==> src/rtl/lcdseq_pkg.sv <==
// Shared constants, state encoding and helpers for the LCD drive sequencer.
// Assumes at most 16 commons, grouped four to a data group.
package lcdseq_pkg;
    localparam int COM_MAX       = 16;
    localparam int GROUPS        = 4;
    localparam int PINS_PER_WORD = 8;
    localparam int WORD_W        = 32;

    typedef enum logic [1:0] {
        ST_IDLE = 2'd0,
        ST_RUN  = 2'd1,
        ST_GAP  = 2'd2
    } seq_state_e;

    // Active common count from the select code; code 15 is clamped to 16.
    function automatic logic [4:0] com_count(input logic [3:0] sel);
        return (sel == 4'd15) ? 5'd16 : ({1'b0, sel} + 5'd2);
    endfunction
endpackage

==> src/rtl/lcdseq_divider.sv <==
// Quarter-subframe divider: pulses tick every DIV+1 cycles while run is high.
// Assumes div is stable within a frame (it comes from the latched config).
module lcdseq_divider #(
    parameter int DIV_W = 16
) (
    input  logic             clk,
    input  logic             rst_n,
    input  logic             run,
    input  logic [DIV_W-1:0] div,
    output logic             tick
);
    localparam logic [DIV_W-1:0] ONE = 1;

    logic [DIV_W-1:0] cnt;

    assign tick = run && (cnt == div);

    // Count cycles within a quarter; clear when stopped or on each tick.
    always_ff @(posedge clk) begin
        if (!rst_n || !run || tick) cnt <= '0;
        else                        cnt <= cnt + ONE;
    end
endmodule

==> src/rtl/lcdseq_ctrl.sv <==
// Frame sequencer: walks quarters, passes and commons, inserts the idle gap,
// and latches the configuration at every frame start.
// Assumes tick comes from a divider driven by sh_div and run_st.
module lcdseq_ctrl #(
    parameter int DIV_W  = 16,
    parameter int DEAD_W = 16
) (
    input  logic              clk,
    input  logic              rst_n,
    input  logic              en,
    input  logic [DIV_W-1:0]  cfg_subfr_div,
    input  logic [DEAD_W-1:0] cfg_dead_len,
    input  logic [3:0]        cfg_com_sel,
    input  logic              cfg_type_b,
    input  logic              tick,
    output logic              run_st,
    output logic              gap_st,
    output logic              frm_load,
    output logic [1:0]        qtr_idx,
    output logic [3:0]        com_idx,
    output logic              pass_neg,
    output logic [DIV_W-1:0]  sh_div,
    output logic [4:0]        sh_com_n,
    output logic              sh_type_b
);
    import lcdseq_pkg::*;

    localparam logic [DEAD_W-1:0] GAP_ONE = 1;

    seq_state_e        state;
    logic [DEAD_W-1:0] gap_cnt;
    logic [DEAD_W-1:0] sh_dead;
    logic              last_pass;
    logic              last_com;
    logic              frame_end;
    logic              gap_end;

    assign run_st    = (state == ST_RUN);
    assign gap_st    = (state == ST_GAP);
    assign last_pass = (pass_neg == sh_type_b);
    assign last_com  = ({1'b0, com_idx} == (sh_com_n - 5'd1));
    assign frame_end = run_st && tick && (qtr_idx == 2'd3) && last_pass && last_com;
    assign gap_end   = gap_st && (gap_cnt == (sh_dead - GAP_ONE));
    assign frm_load  = en && ((state == ST_IDLE) ||
                              (frame_end && (sh_dead == '0)) ||
                              gap_end);

    // Advance state and position counters.
    always_ff @(posedge clk) begin
        if (!rst_n || !en) begin
            state    <= ST_IDLE;
            qtr_idx  <= 2'd0;
            com_idx  <= 4'd0;
            pass_neg <= 1'b0;
            gap_cnt  <= '0;
        end else if (frm_load) begin
            state    <= ST_RUN;
            qtr_idx  <= 2'd0;
            com_idx  <= 4'd0;
            pass_neg <= 1'b0;
            gap_cnt  <= '0;
        end else if (frame_end) begin
            state    <= ST_GAP;
            qtr_idx  <= 2'd0;
            com_idx  <= 4'd0;
            pass_neg <= 1'b0;
            gap_cnt  <= '0;
        end else if (gap_st) begin
            gap_cnt  <= gap_cnt + GAP_ONE;
        end else if (run_st && tick) begin
            qtr_idx <= qtr_idx + 2'd1;
            if (qtr_idx == 2'd3) begin
                if (!last_pass) begin
                    pass_neg <= 1'b1;
                end else begin
                    pass_neg <= 1'b0;
                    com_idx  <= com_idx + 4'd1;
                end
            end
        end
    end

    // Latch the frame configuration at each frame start.
    always_ff @(posedge clk) begin
        if (!rst_n) begin
            sh_div    <= '0;
            sh_dead   <= '0;
            sh_com_n  <= 5'd2;
            sh_type_b <= 1'b0;
        end else if (frm_load) begin
            sh_div    <= cfg_subfr_div;
            sh_dead   <= cfg_dead_len;
            sh_com_n  <= com_count(cfg_com_sel);
            sh_type_b <= cfg_type_b;
        end
    end
endmodule

==> src/rtl/lcdseq_bank.sv <==
// Display data store: write-side words plus a frame copy taken at frame start.
// Assumes wr_word indices at or above WORDS are dropped.
module lcdseq_bank #(
    parameter int WORDS  = 2,
    parameter int WSEL_W = 1
) (
    input  logic                                          clk,
    input  logic                                          rst_n,
    input  logic                                          wr_en,
    input  logic [1:0]                                    wr_bank,
    input  logic [WSEL_W-1:0]                             wr_word,
    input  logic [31:0]                                   wr_data,
    input  logic                                          frm_load,
    output logic [lcdseq_pkg::GROUPS-1:0][WORDS-1:0][31:0] frame_data
);
    import lcdseq_pkg::*;

    logic [GROUPS-1:0][WORDS-1:0][31:0] live;

    for (genvar g = 0; g < GROUPS; g++) begin : g_grp
        for (genvar w = 0; w < WORDS; w++) begin : g_word
            // Accept a write addressed to this group and word.
            always_ff @(posedge clk) begin
                if (!rst_n)
                    live[g][w] <= '0;
                else if (wr_en && (wr_bank == 2'(g)) && (wr_word == WSEL_W'(w)))
                    live[g][w] <= wr_data;
            end

            // Copy the word into the frame image at frame start.
            always_ff @(posedge clk) begin
                if (!rst_n)        frame_data[g][w] <= '0;
                else if (frm_load) frame_data[g][w] <= live[g][w];
            end
        end
    end
endmodule

==> src/rtl/lcdseq_drive.sv <==
// Output decode: forms common and segment levels from the sequencer position
// and the frame data image. Outputs are low outside the run state.
module lcdseq_drive #(
    parameter int NUM_PINS = 16,
    parameter int WORDS    = 2
) (
    input  logic                                          run_st,
    input  logic [1:0]                                    qtr_idx,
    input  logic [3:0]                                    com_idx,
    input  logic                                          pass_neg,
    input  logic [4:0]                                    sh_com_n,
    input  logic [lcdseq_pkg::GROUPS-1:0][WORDS-1:0][31:0] frame_data,
    output logic [lcdseq_pkg::COM_MAX-1:0]                com_out,
    output logic [NUM_PINS-1:0]                           seg_out
);
    import lcdseq_pkg::*;

    logic                     phase;
    logic [WORDS-1:0][31:0]   grp_words;

    assign phase     = qtr_idx[0] ^ pass_neg;
    assign grp_words = frame_data[com_idx[3:2]];

    for (genvar k = 0; k < COM_MAX; k++) begin : g_com
        assign com_out[k] = run_st && (5'(k) < sh_com_n) &&
                            ((4'(k) == com_idx) ? phase : !phase);
    end

    for (genvar i = 0; i < NUM_PINS; i++) begin : g_pin
        localparam int WI = i / PINS_PER_WORD;
        localparam int BI = 4 * (i % PINS_PER_WORD);
        logic [3:0] nib;
        assign nib        = grp_words[WI][BI +: 4];
        assign seg_out[i] = run_st && (phase ^ nib[com_idx[1:0]]);
    end
endmodule

==> src/rtl/lcd_corr_drive.sv <==
// Top level of the segment LCD correlation drive sequencer: divider,
// frame sequencer, data store and output decode.
// Assumes configuration inputs are in the clk domain.
module lcd_corr_drive #(
    parameter int NUM_PINS = 16,
    parameter int DIV_W    = 16,
    parameter int DEAD_W   = 16,
    parameter int WORDS    = (NUM_PINS + lcdseq_pkg::PINS_PER_WORD - 1) / lcdseq_pkg::PINS_PER_WORD,
    parameter int WSEL_W   = (WORDS > 1) ? $clog2(WORDS) : 1
) (
    input  logic                clk,
    input  logic                rst_n,
    input  logic                en,
    input  logic [DIV_W-1:0]    cfg_subfr_div,
    input  logic [DEAD_W-1:0]   cfg_dead_len,
    input  logic [3:0]          cfg_com_sel,
    input  logic                cfg_type_b,
    input  logic                wr_en,
    input  logic [1:0]          wr_bank,
    input  logic [WSEL_W-1:0]   wr_word,
    input  logic [31:0]         wr_data,
    output logic [15:0]         com_out,
    output logic [NUM_PINS-1:0] seg_out
);
    import lcdseq_pkg::*;

    logic                               qtr_tick;
    logic                               st_run;
    logic                               st_gap;
    logic                               frm_load;
    logic [1:0]                         qtr_idx;
    logic [3:0]                         com_idx;
    logic                               pass_neg;
    logic [DIV_W-1:0]                   sh_div;
    logic [4:0]                         sh_com_n;
    logic                               sh_type_b;
    logic [GROUPS-1:0][WORDS-1:0][31:0] frame_data;

    lcdseq_divider #(.DIV_W(DIV_W)) u_div (
        .clk  (clk),
        .rst_n(rst_n),
        .run  (st_run),
        .div  (sh_div),
        .tick (qtr_tick)
    );

    lcdseq_ctrl #(.DIV_W(DIV_W), .DEAD_W(DEAD_W)) u_ctrl (
        .clk          (clk),
        .rst_n        (rst_n),
        .en           (en),
        .cfg_subfr_div(cfg_subfr_div),
        .cfg_dead_len (cfg_dead_len),
        .cfg_com_sel  (cfg_com_sel),
        .cfg_type_b   (cfg_type_b),
        .tick         (qtr_tick),
        .run_st       (st_run),
        .gap_st       (st_gap),
        .frm_load     (frm_load),
        .qtr_idx      (qtr_idx),
        .com_idx      (com_idx),
        .pass_neg     (pass_neg),
        .sh_div       (sh_div),
        .sh_com_n     (sh_com_n),
        .sh_type_b    (sh_type_b)
    );

    lcdseq_bank #(.WORDS(WORDS), .WSEL_W(WSEL_W)) u_bank (
        .clk       (clk),
        .rst_n     (rst_n),
        .wr_en     (wr_en),
        .wr_bank   (wr_bank),
        .wr_word   (wr_word),
        .wr_data   (wr_data),
        .frm_load  (frm_load),
        .frame_data(frame_data)
    );

    lcdseq_drive #(.NUM_PINS(NUM_PINS), .WORDS(WORDS)) u_drive (
        .run_st    (st_run),
        .qtr_idx   (qtr_idx),
        .com_idx   (com_idx),
        .pass_neg  (pass_neg),
        .sh_com_n  (sh_com_n),
        .frame_data(frame_data),
        .com_out   (com_out),
        .seg_out   (seg_out)
    );
endmodule

==> config.mk <==
export PLATFORM = sky130hd
export DESIGN_NAME = lcd_corr_drive
export DESIGN_NICKNAME = d
export VERILOG_FILES = /design/src/rtl/lcdseq_pkg.sv /design/src/rtl/lcdseq_divider.sv /design/src/rtl/lcdseq_ctrl.sv /design/src/rtl/lcdseq_bank.sv /design/src/rtl/lcdseq_drive.sv /design/src/rtl/lcd_corr_drive.sv
export SDC_FILE = /design/constraint.sdc
export NUM_CORES = 1
export LEC_CHECK = 0
export BUFFER_PORTS_ARGS = -buffer_cell sky130_fd_sc_hd__buf_2
export CAP_MARGIN = 10
export CORE_UTILIZATION = 62
export DETAILED_ROUTE_END_ITERATION = 7
export GPL_ROUTABILITY_DRIVEN = 0
export PLACE_DENSITY = 0.8
export REMOVE_ABC_BUFFERS = 1
export SYNTH_ARGS = -nofsm -noshare
export SYNTH_HDL_FRONTEND = slang
export SYNTH_SLANG_ARGS = --single-unit
==> constraint.sdc <==
create_clock -name clk -period 6.05 [get_ports clk]
set_input_delay 0.3025 -clock clk [delete_from_list [all_inputs] [get_ports clk]]
set_output_delay 0.3025 -clock clk [all_outputs]
set_load 0.01 [all_outputs]
==> impl_metrics.csv, run 1 <==
group,metric,value,unit
hold_path,min_path_type,"in2reg",
outcome,status,"finished clean",
die,start_util,62.76,%
sta,tightest_slew,1156,ps
setup_path,reg2reg_slack,2010,ps
global_routing,grt_pass1_wl,144000,um
power,switching_power,2155,uW
cells_and_area,drive_gt1_share,9.605,%
synth,synthTopCellsByCount,"846 x nand2_1, 591 x dfxtp_1, 381 x nor2_1",
synth,synthFlopType,"dfxtp_1",
sta,skew,21.21,ps
setup_path,r2r_cells,10,
power,total_power,8563,uW
route,wl,90210,um
clock_network,cts-root-buf,"clkbuf_16",
power,seq_power_share,47.1,%
route,drt-pass1-iter-count,6,
setup_path,rr_startpoint,"u_ctrl.sh_dead[0]",
route,post_drt_wl_per_cell,20.92,um
power,p_int,6407,uW
clock_network,cts_tree,"built",
synth,synth_seq_cells,591,
setup_path,reg2reg_to,"u_ctrl.gap_cnt[8]",
synth,synth_top_family_by_area,"simple AND/OR/NAND/NOR gates",
sta,worst_slack,1770,ps
hold_path,min_path_cells,3,
synth,synth_area,30720,sq um
placed_design,dp.cells,4142,
sta,rsz0062_at_grt,"false",
power,swShare,25.17,%
synth,ys_warn_count,0,
route,via_per_inst,6.940,
setup_path,cp.arrival,3980,ps
placed_design,pre_cts_ws,2047,ps
global_routing,grt_use_total,34.75,%
sta,fin_crit,4280,ps
synth,synth_top_area_share,38.51,%
sta,finalCritPeriodShare,70.74,%
route,vias,29920,
setup_path,end_kind,"primary output",
synth,seq_area_frac_synth,38.51,%
clock_network,worstSkewPairLatency,640,ps
clock_network,htreeDepth,2,
job,maxCapViolCount,0,
synth,synth-compound-area-share,21.92,%
synth,synth_area_leaders,"dfxtp_1 39%, nand2_1 10%, a41oi_1 8.3%",
synth,synthAdderAreaFrac,0.4888,%
hold_path,holdPathEnd,"u_bank.live[141]",
cells_and_area,nets,3685,
synth,syn_avg_cell_area,8.071,sq um
power,powerDensity,257.1,nW/um^2
die,die_area,50440,sq um
hold_path,min_from,"wr_data[13]",
cells_and_area,instances_no_fill,4311,
synth,synthXorXnorAreaFrac,3.095,%
global_routing,grt_remaining_overflow,0,
route,ant_nets,0,
clock_network,clkTransAtPathRegs,60,ps
setup_path,worstSetupPathType,"reg2out",
synth,synth_edf_count,0,
sta,slew_headroom,22.91,%
synth,synthCells,3806,
sta,maxSlewViolCount,0,
power,power_frac_comb,8.1,%
cells_and_area,area_delta_synth_final,8.427,%
sta,max_freq,0.2337,GHz
route,drc,0,
setup_path,required,5750,ps
power,clkPwrFrac,44.8,%
synth,async_reset_ff_share,0,%
power,ir_drop,0.2371,mV
synth,muxShareOfSynthArea,5.995,%
route,drtIter0Drc,3888,
synth,synth.most_common_cell,"nand2_1",
clock_network,cts_resized,0,
die,die-width,224.6,um
synth,synth_area_leader_cell,"dfxtp_1",
die,coreArea,48950,sq um
placed_design,port_buffers,107,
global_routing,antenna_found_initial,3,
die,rows,81,
synth,synthDistinctLibCells,66,
placed_design,dpl.hpwl,47340,um
clock_network,cts_sinks,591,
global_routing,grt_max_degree,291,
die,die_y,224.6,um
setup_path,path_max_fanout,41,
clock_network,cts_buffer_depth,3,
setup_path,critPathLaunchType,"flop",
sta,finalHoldViolCount,0,
die,io_pins,108,
global_routing,grt_pass1_vias,27990,
sta,setup_violations,0,
power,p_leak,0.01041,uW
synth,yosys.area_share.simple,23.43,%
clock_network,cts_made_buffers,60,
-- how the worst max path moves through the flow --
stage | from | cells after the start | slack (ps) | endpoint
floorplan | u_ctrl.sh_dead[0] | 8 | -10450 | u_bank.frame_data[100]
global placement | u_ctrl.sh_dead[0] | 10 | 2200 | u_ctrl.gap_cnt[6]
detailed placement | u_ctrl.sh_dead[0] | 10 | 2050 | u_ctrl.gap_cnt[8]
CTS | u_ctrl.com_idx[3] | 6 | 1760 | seg_out[9]
global route | u_ctrl.sh_dead[0] | 10 | 1660 | u_ctrl.gap_cnt[9]
finish | u_ctrl.com_idx[3] | 6 | 1770 | seg_out[9]
-- final cells by class --
| cell class | count | area, sq um |
|---|---|---|
| fillers | 3833 | 15640 |
| inverters | 11 | 48.80 |
| flip-flops and latches | 591 | 11840 |
| multi-input cells | 2726 | 16970 |
| clock buffers | 95 | 1854 |
| diodes | 3 | 7.507 |
| clock inverters | 14 | 181.4 |
| well taps | 664 | 830.8 |
| repair buffers | 207 | 1574 |
-- kinds of logic after synthesis --
group | after synthesis
compound gates | 885
xor+xnor | 107
fa+ha+maj | 12
buf+inv | 489
flops | 591
mux | 84
simple gates | 1638
-- what timing repair did --
item                                   in CTS  in global routing
hold buffers                               57                  0
buffers inserted                            0                  0
endpoints found under the hold margin     165                  0
-- sequential cells by signal (all words and copies together), names as in the netlist --
register	count
u_bank.live	256
u_ctrl.gap_cnt	16
u_div.cnt	16
u_bank.frame_data	256
u_ctrl.com_idx	4
u_ctrl.sh_dead	16
u_ctrl.sh_type_b	1
u_ctrl.qtr_idx	2
u_ctrl.sh_com_n	5
u_ctrl.sh_div	16
u_ctrl.state	2
u_ctrl.pass_neg	1
-- placed cells by master (no fill, tap or decap), drive strengths merged, types with 10 or more instances in the layout --
| cell | synthesis | final |
|---|---|---|
| xor2 | 43 | 43 |
| mux4 | 80 | 80 |
| inv | 10 | 13 |
| nand3 | 27 | 27 |
| ha | 12 | 12 |
| nor2 | 381 | 381 |
| o311ai | 292 | 292 |
| a21oi | 263 | 263 |
| a41oi | 292 | 292 |
| xnor2 | 63 | 63 |
| nand2 | 846 | 846 |
| buf | 92 | 150 |
| nor3 | 24 | 24 |
| nor2b | 10 | 10 |
| dlygate4sd3 | 0 | 57 |
| clkbuf | 386 | 95 |
| dfxtp | 591 | 591 |
| nand4 | 301 | 301 |
-- power groups by stage --
stage	Clock, uW	Combinational [uW]	Sequential [uW]
after floorplan	0	291	4100
after global placement	0	619	4110
after detailed placement	0	648	4110
after CTS	3850	680	4030
after global routing	4020	751	4040
final	3840	698	4030
-- per-stage QoR --
step,TNS [ps],hold WS (ps),util (%),area (sq um)
floorplan,-3126730,438.5,-,28750
global placement,0,454.0,62.70,30690
detailed placement,0,460.8,62.70,30690
CTS,0,0.2918,68.03,33300
global route,0,25.45,68.04,33310
finish,0,17.44,68.04,33310
-- worst max-delay path: stages (launching register included) --
cell	delay, ps
dfxtp_4	850
buf_4	710
mux4_2	630
mux4_2	510
xnor2_1	400
nor2_1	70
buf_2	160
-- routing by layer --
layer | vias to the layer above | wire, um | global-route usage, %
met4 | 0 | 3772 | 16.15
met5 | - | 0 | 0
met2 | 1447 | 43060 | 57.04
met1 | 14380 | 35620 | 45.14
met3 | 306 | 7759 | 5.173
li1 | 13780 | - | -
No activity file was read; power rests on OpenSTA's default activity.
==> run 2, diff against run 1 <==
Settings changed: ABC_AREA from default to 1.
Clock period 6.05 ns to 4.2 ns, I/O delays scaled along.
==> impl_metrics.csv, run 2 <==
group,metric,value,unit
outcome,status,"complete, but fails checks",
outcome,violations,"DRC",
clock_network,cts-root-buf,"clkbuf_16",
synth,synthAdderAreaFrac,0.5772,%
setup_path,reg2reg_slack,890,ps
setup_path,critPathLaunchType,"flop",
hold_path,min_path_type,"in2reg",
die,die_area,42780,sq um
synth,synth_top_family_by_area,"simple AND/OR/NAND/NOR gates",
synth,synth_area_leaders,"dfxtp_1 45%, nor2_1 12%, nand2_1 10%",
clock_network,htreeDepth,2,
global_routing,grt_remaining_overflow,0,
sta,holdWs,60.33,ps
route,vias,23950,
placed_design,pre_cts_ws,1072,ps
power,power_frac_comb,10.4,%
cells_and_area,drive_gt1_share,6.845,%
die,die-width,206.8,um
setup_path,worstSetupPathType,"reg2out",
cells_and_area,area_delta_synth_final,12.56,%
hold_path,min_path_cells,3,
synth,muxShareOfSynthArea,0.1203,%
power,total_power,12670,uW
sta,rsz0062_at_grt,"false",
cells_and_area,nets,3902,
sta,fin_crit,3764,ps
power,switching_power,3209,uW
die,die_y,206.8,um
power,seq_power_share,47.5,%
sta,maxSlewViolCount,0,
power,powerDensity,432.7,nW/um^2
synth,ys_warn_count,0,
sta,max_freq,0.2657,GHz
cells_and_area,antennaDiodeCount,0,
cells_and_area,final_common_cell,"nor2_1",
setup_path,required,3990,ps
setup_path,rr_startpoint,"u_ctrl.sh_com_n[0]",
synth,synth_seq_cells,591,
synth,seq_area_frac_synth,45.49,%
sta,tightest_slew,1010,ps
setup_path,r2r_cells,16,
job,maxCapViolCount,0,
clock_network,worstSkewPairLatency,640,ps
synth,synthFlopType,"dfxtp_1",
sta,setup_violations,0,
route,drtIter0Drc,2448,
placed_design,port_buffers,107,
global_routing,grt_pass1_vias,21740,
placed_design,dpl.hpwl,38410,um
sta,skew,19.07,ps
global_routing,grt_max_degree,176,
global_routing,grt_use_total,32.00,%
power,clkPwrFrac,42.1,%
synth,synthDistinctLibCells,44,
clock_network,cts_tree,"built",
route,ant_nets,0,
power,swShare,25.33,%
clock_network,cts_setup_buffers,0,
die,coreArea,41110,sq um
setup_path,path_max_fanout,25,
synth,synth_area,26010,sq um
setup_path,cp.arrival,3550,ps
synth,yosys.area_share.simple,27.76,%
route,drt-pass1-iter-count,8,
clock_network,cts_made_buffers,59,
setup_path,reg2reg_to,"u_bank.frame_data[226]",
clock_network,cts_buffer_depth,3,
cells_and_area,final_util,71.22,%
sta,finalCritPeriodShare,89.62,%
power,p_int,9460,uW
power,ir_drop,0.3842,mV
synth,async_reset_ff_share,0,%
hold_path,min_from,"rst_n",
clock_network,cts_sinks,591,
synth,synthTopCellsByCount,"829 x nor2_1, 715 x nand2_1, 591 x dfxtp_1",
synth,synth_edf_count,0,
die,rows,74,
route,wl,68660,um
route,via_per_inst,5.456,
synth,synth.most_common_cell,"nor2_1",
synth,synth_area_leader_cell,"dfxtp_1",
clock_network,clkTransAtPathRegs,60,ps
power,p_leak,0.01297,uW
route,drc,9,
synth,synth-compound-area-share,14.22,%
cells_and_area,most-common-layout-cells,"825 x nor2_1, 709 x nand2_1, 591 x dfxtp_1",
synth,syn_avg_cell_area,6.883,sq um
synth,synthCells,3779,
global_routing,grt_pass1_wl,110100,um
global_routing,antenna_found_initial,0,
cells_and_area,fill_cells,3516,
die,start_util,63.27,%
sta,slew_headroom,32.69,%
hold_path,holdPathEnd,"u_bank.frame_data[226]",
setup_path,end_kind,"primary output",
route,post_drt_wl_per_cell,15.64,um
synth,synthXorXnorAreaFrac,2.424,%
sta,finalHoldViolCount,0,
die,io_pins,108,
synth,synth_top_area_share,45.49,%
cells_and_area,top_regs,"u_bank.frame_data (256), u_bank.live (256)",
sta,worst_slack,435.9,ps
==> run 2: cell types whose count changed in the layout (fill, tap and decap cells not counted), sizes merged, moves of 50 or more <==
cell / delta
a41oi: -292
nand4: -286
inv: +353
nor2: +451
nand3: +167
o311ai: -290
nand2: -131
xnor2: -50
mux4: -80
o21ai: +283
==> run 2: worst max path at each step <==
stage | endpoint | cells after the start | start
2_1_floorplan | u_ctrl.com_idx[1] | 13 | u_ctrl.com_idx[0]
3_3_place_gp | seg_out[6] | 9 | u_ctrl.com_idx[2]
3_5_place_dp | u_bank.frame_data[143] | 16 | u_ctrl.sh_com_n[0]
4_1_cts | seg_out[6] | 9 | u_ctrl.com_idx[2]
5_1_grt | seg_out[6] | 9 | u_ctrl.com_idx[2]
6_report | seg_out[3] | 9 | u_ctrl.com_idx[3]
==> run 2: final cells by class <==
type | instances | area [sq um] | area share, %
tap | 532 | 665.6 | 2.274
clock buffer | 89 | 1739 | 5.940
multi-input combinational | 2576 | 11790 | 40.28
sequential | 591 | 11830 | 40.41
inverter | 366 | 1374 | 4.692
timing repair buffer | 220 | 1650 | 5.637
clock inverter | 15 | 225.2 | 0.7692
==> run 2: metal layers <==
layer	up-vias	track usage, %	wire length, um
li1	12040	-	-
met1	10930	41.19	29120
met2	815	53.87	32530
met3	156	4.505	4747
met4	0	13.19	2255
met5	-	0	0
==> run 2: kinds of logic (layout without fill, tap and decap cells) <==
group,Yosys count,in the layout
AO/OA/AOI/OAI,678,678
adder cells (fa/ha/maj),12,12
buffers and inverters,612,690
AND/OR/NAND/NOR,1811,1811
flip-flops,591,591
XOR/XNOR,72,72
multiplexers,3,3
==> run 2: repair_timing <==
action | CTS | global route
hold buffers | 74 | 0
hold endpoints to repair | 245 | 0
gates resized for setup | 0 | 0
==> run 2: power by group through the flow <==
stage          Clock [uW]  Sequential [uW]  Combinational [uW]
6_report             5330             6020                1310
3_3_place_gp            0             6130                1210
3_5_place_dp            0             6140                1230
2_1_floorplan           0             6110                 971
5_1_grt              5620             6050                1500
4_1_cts              5390             6020                1300
==> run 2: stage by stage <==
stage                     TNS (ps)  instances  area, sq um
after floorplan           -2210330       3533        24940
after global placement           0       4211        26570
after detailed placement         0       4211        26570
after CTS                        0       4389        29280
after global routing             0       4389        29280
final                            0       4389        29280
==> run 2: worst max-delay path: stages (launching register included) <==
cell and delay, ps:
dfxtp_1 600, nand2_2 470, inv_2 700, a22oi_1 220, nand3_1 130, nand3_1 110, nand3_1 130, xor2_1 320
nor2_1 70, buf_2 150
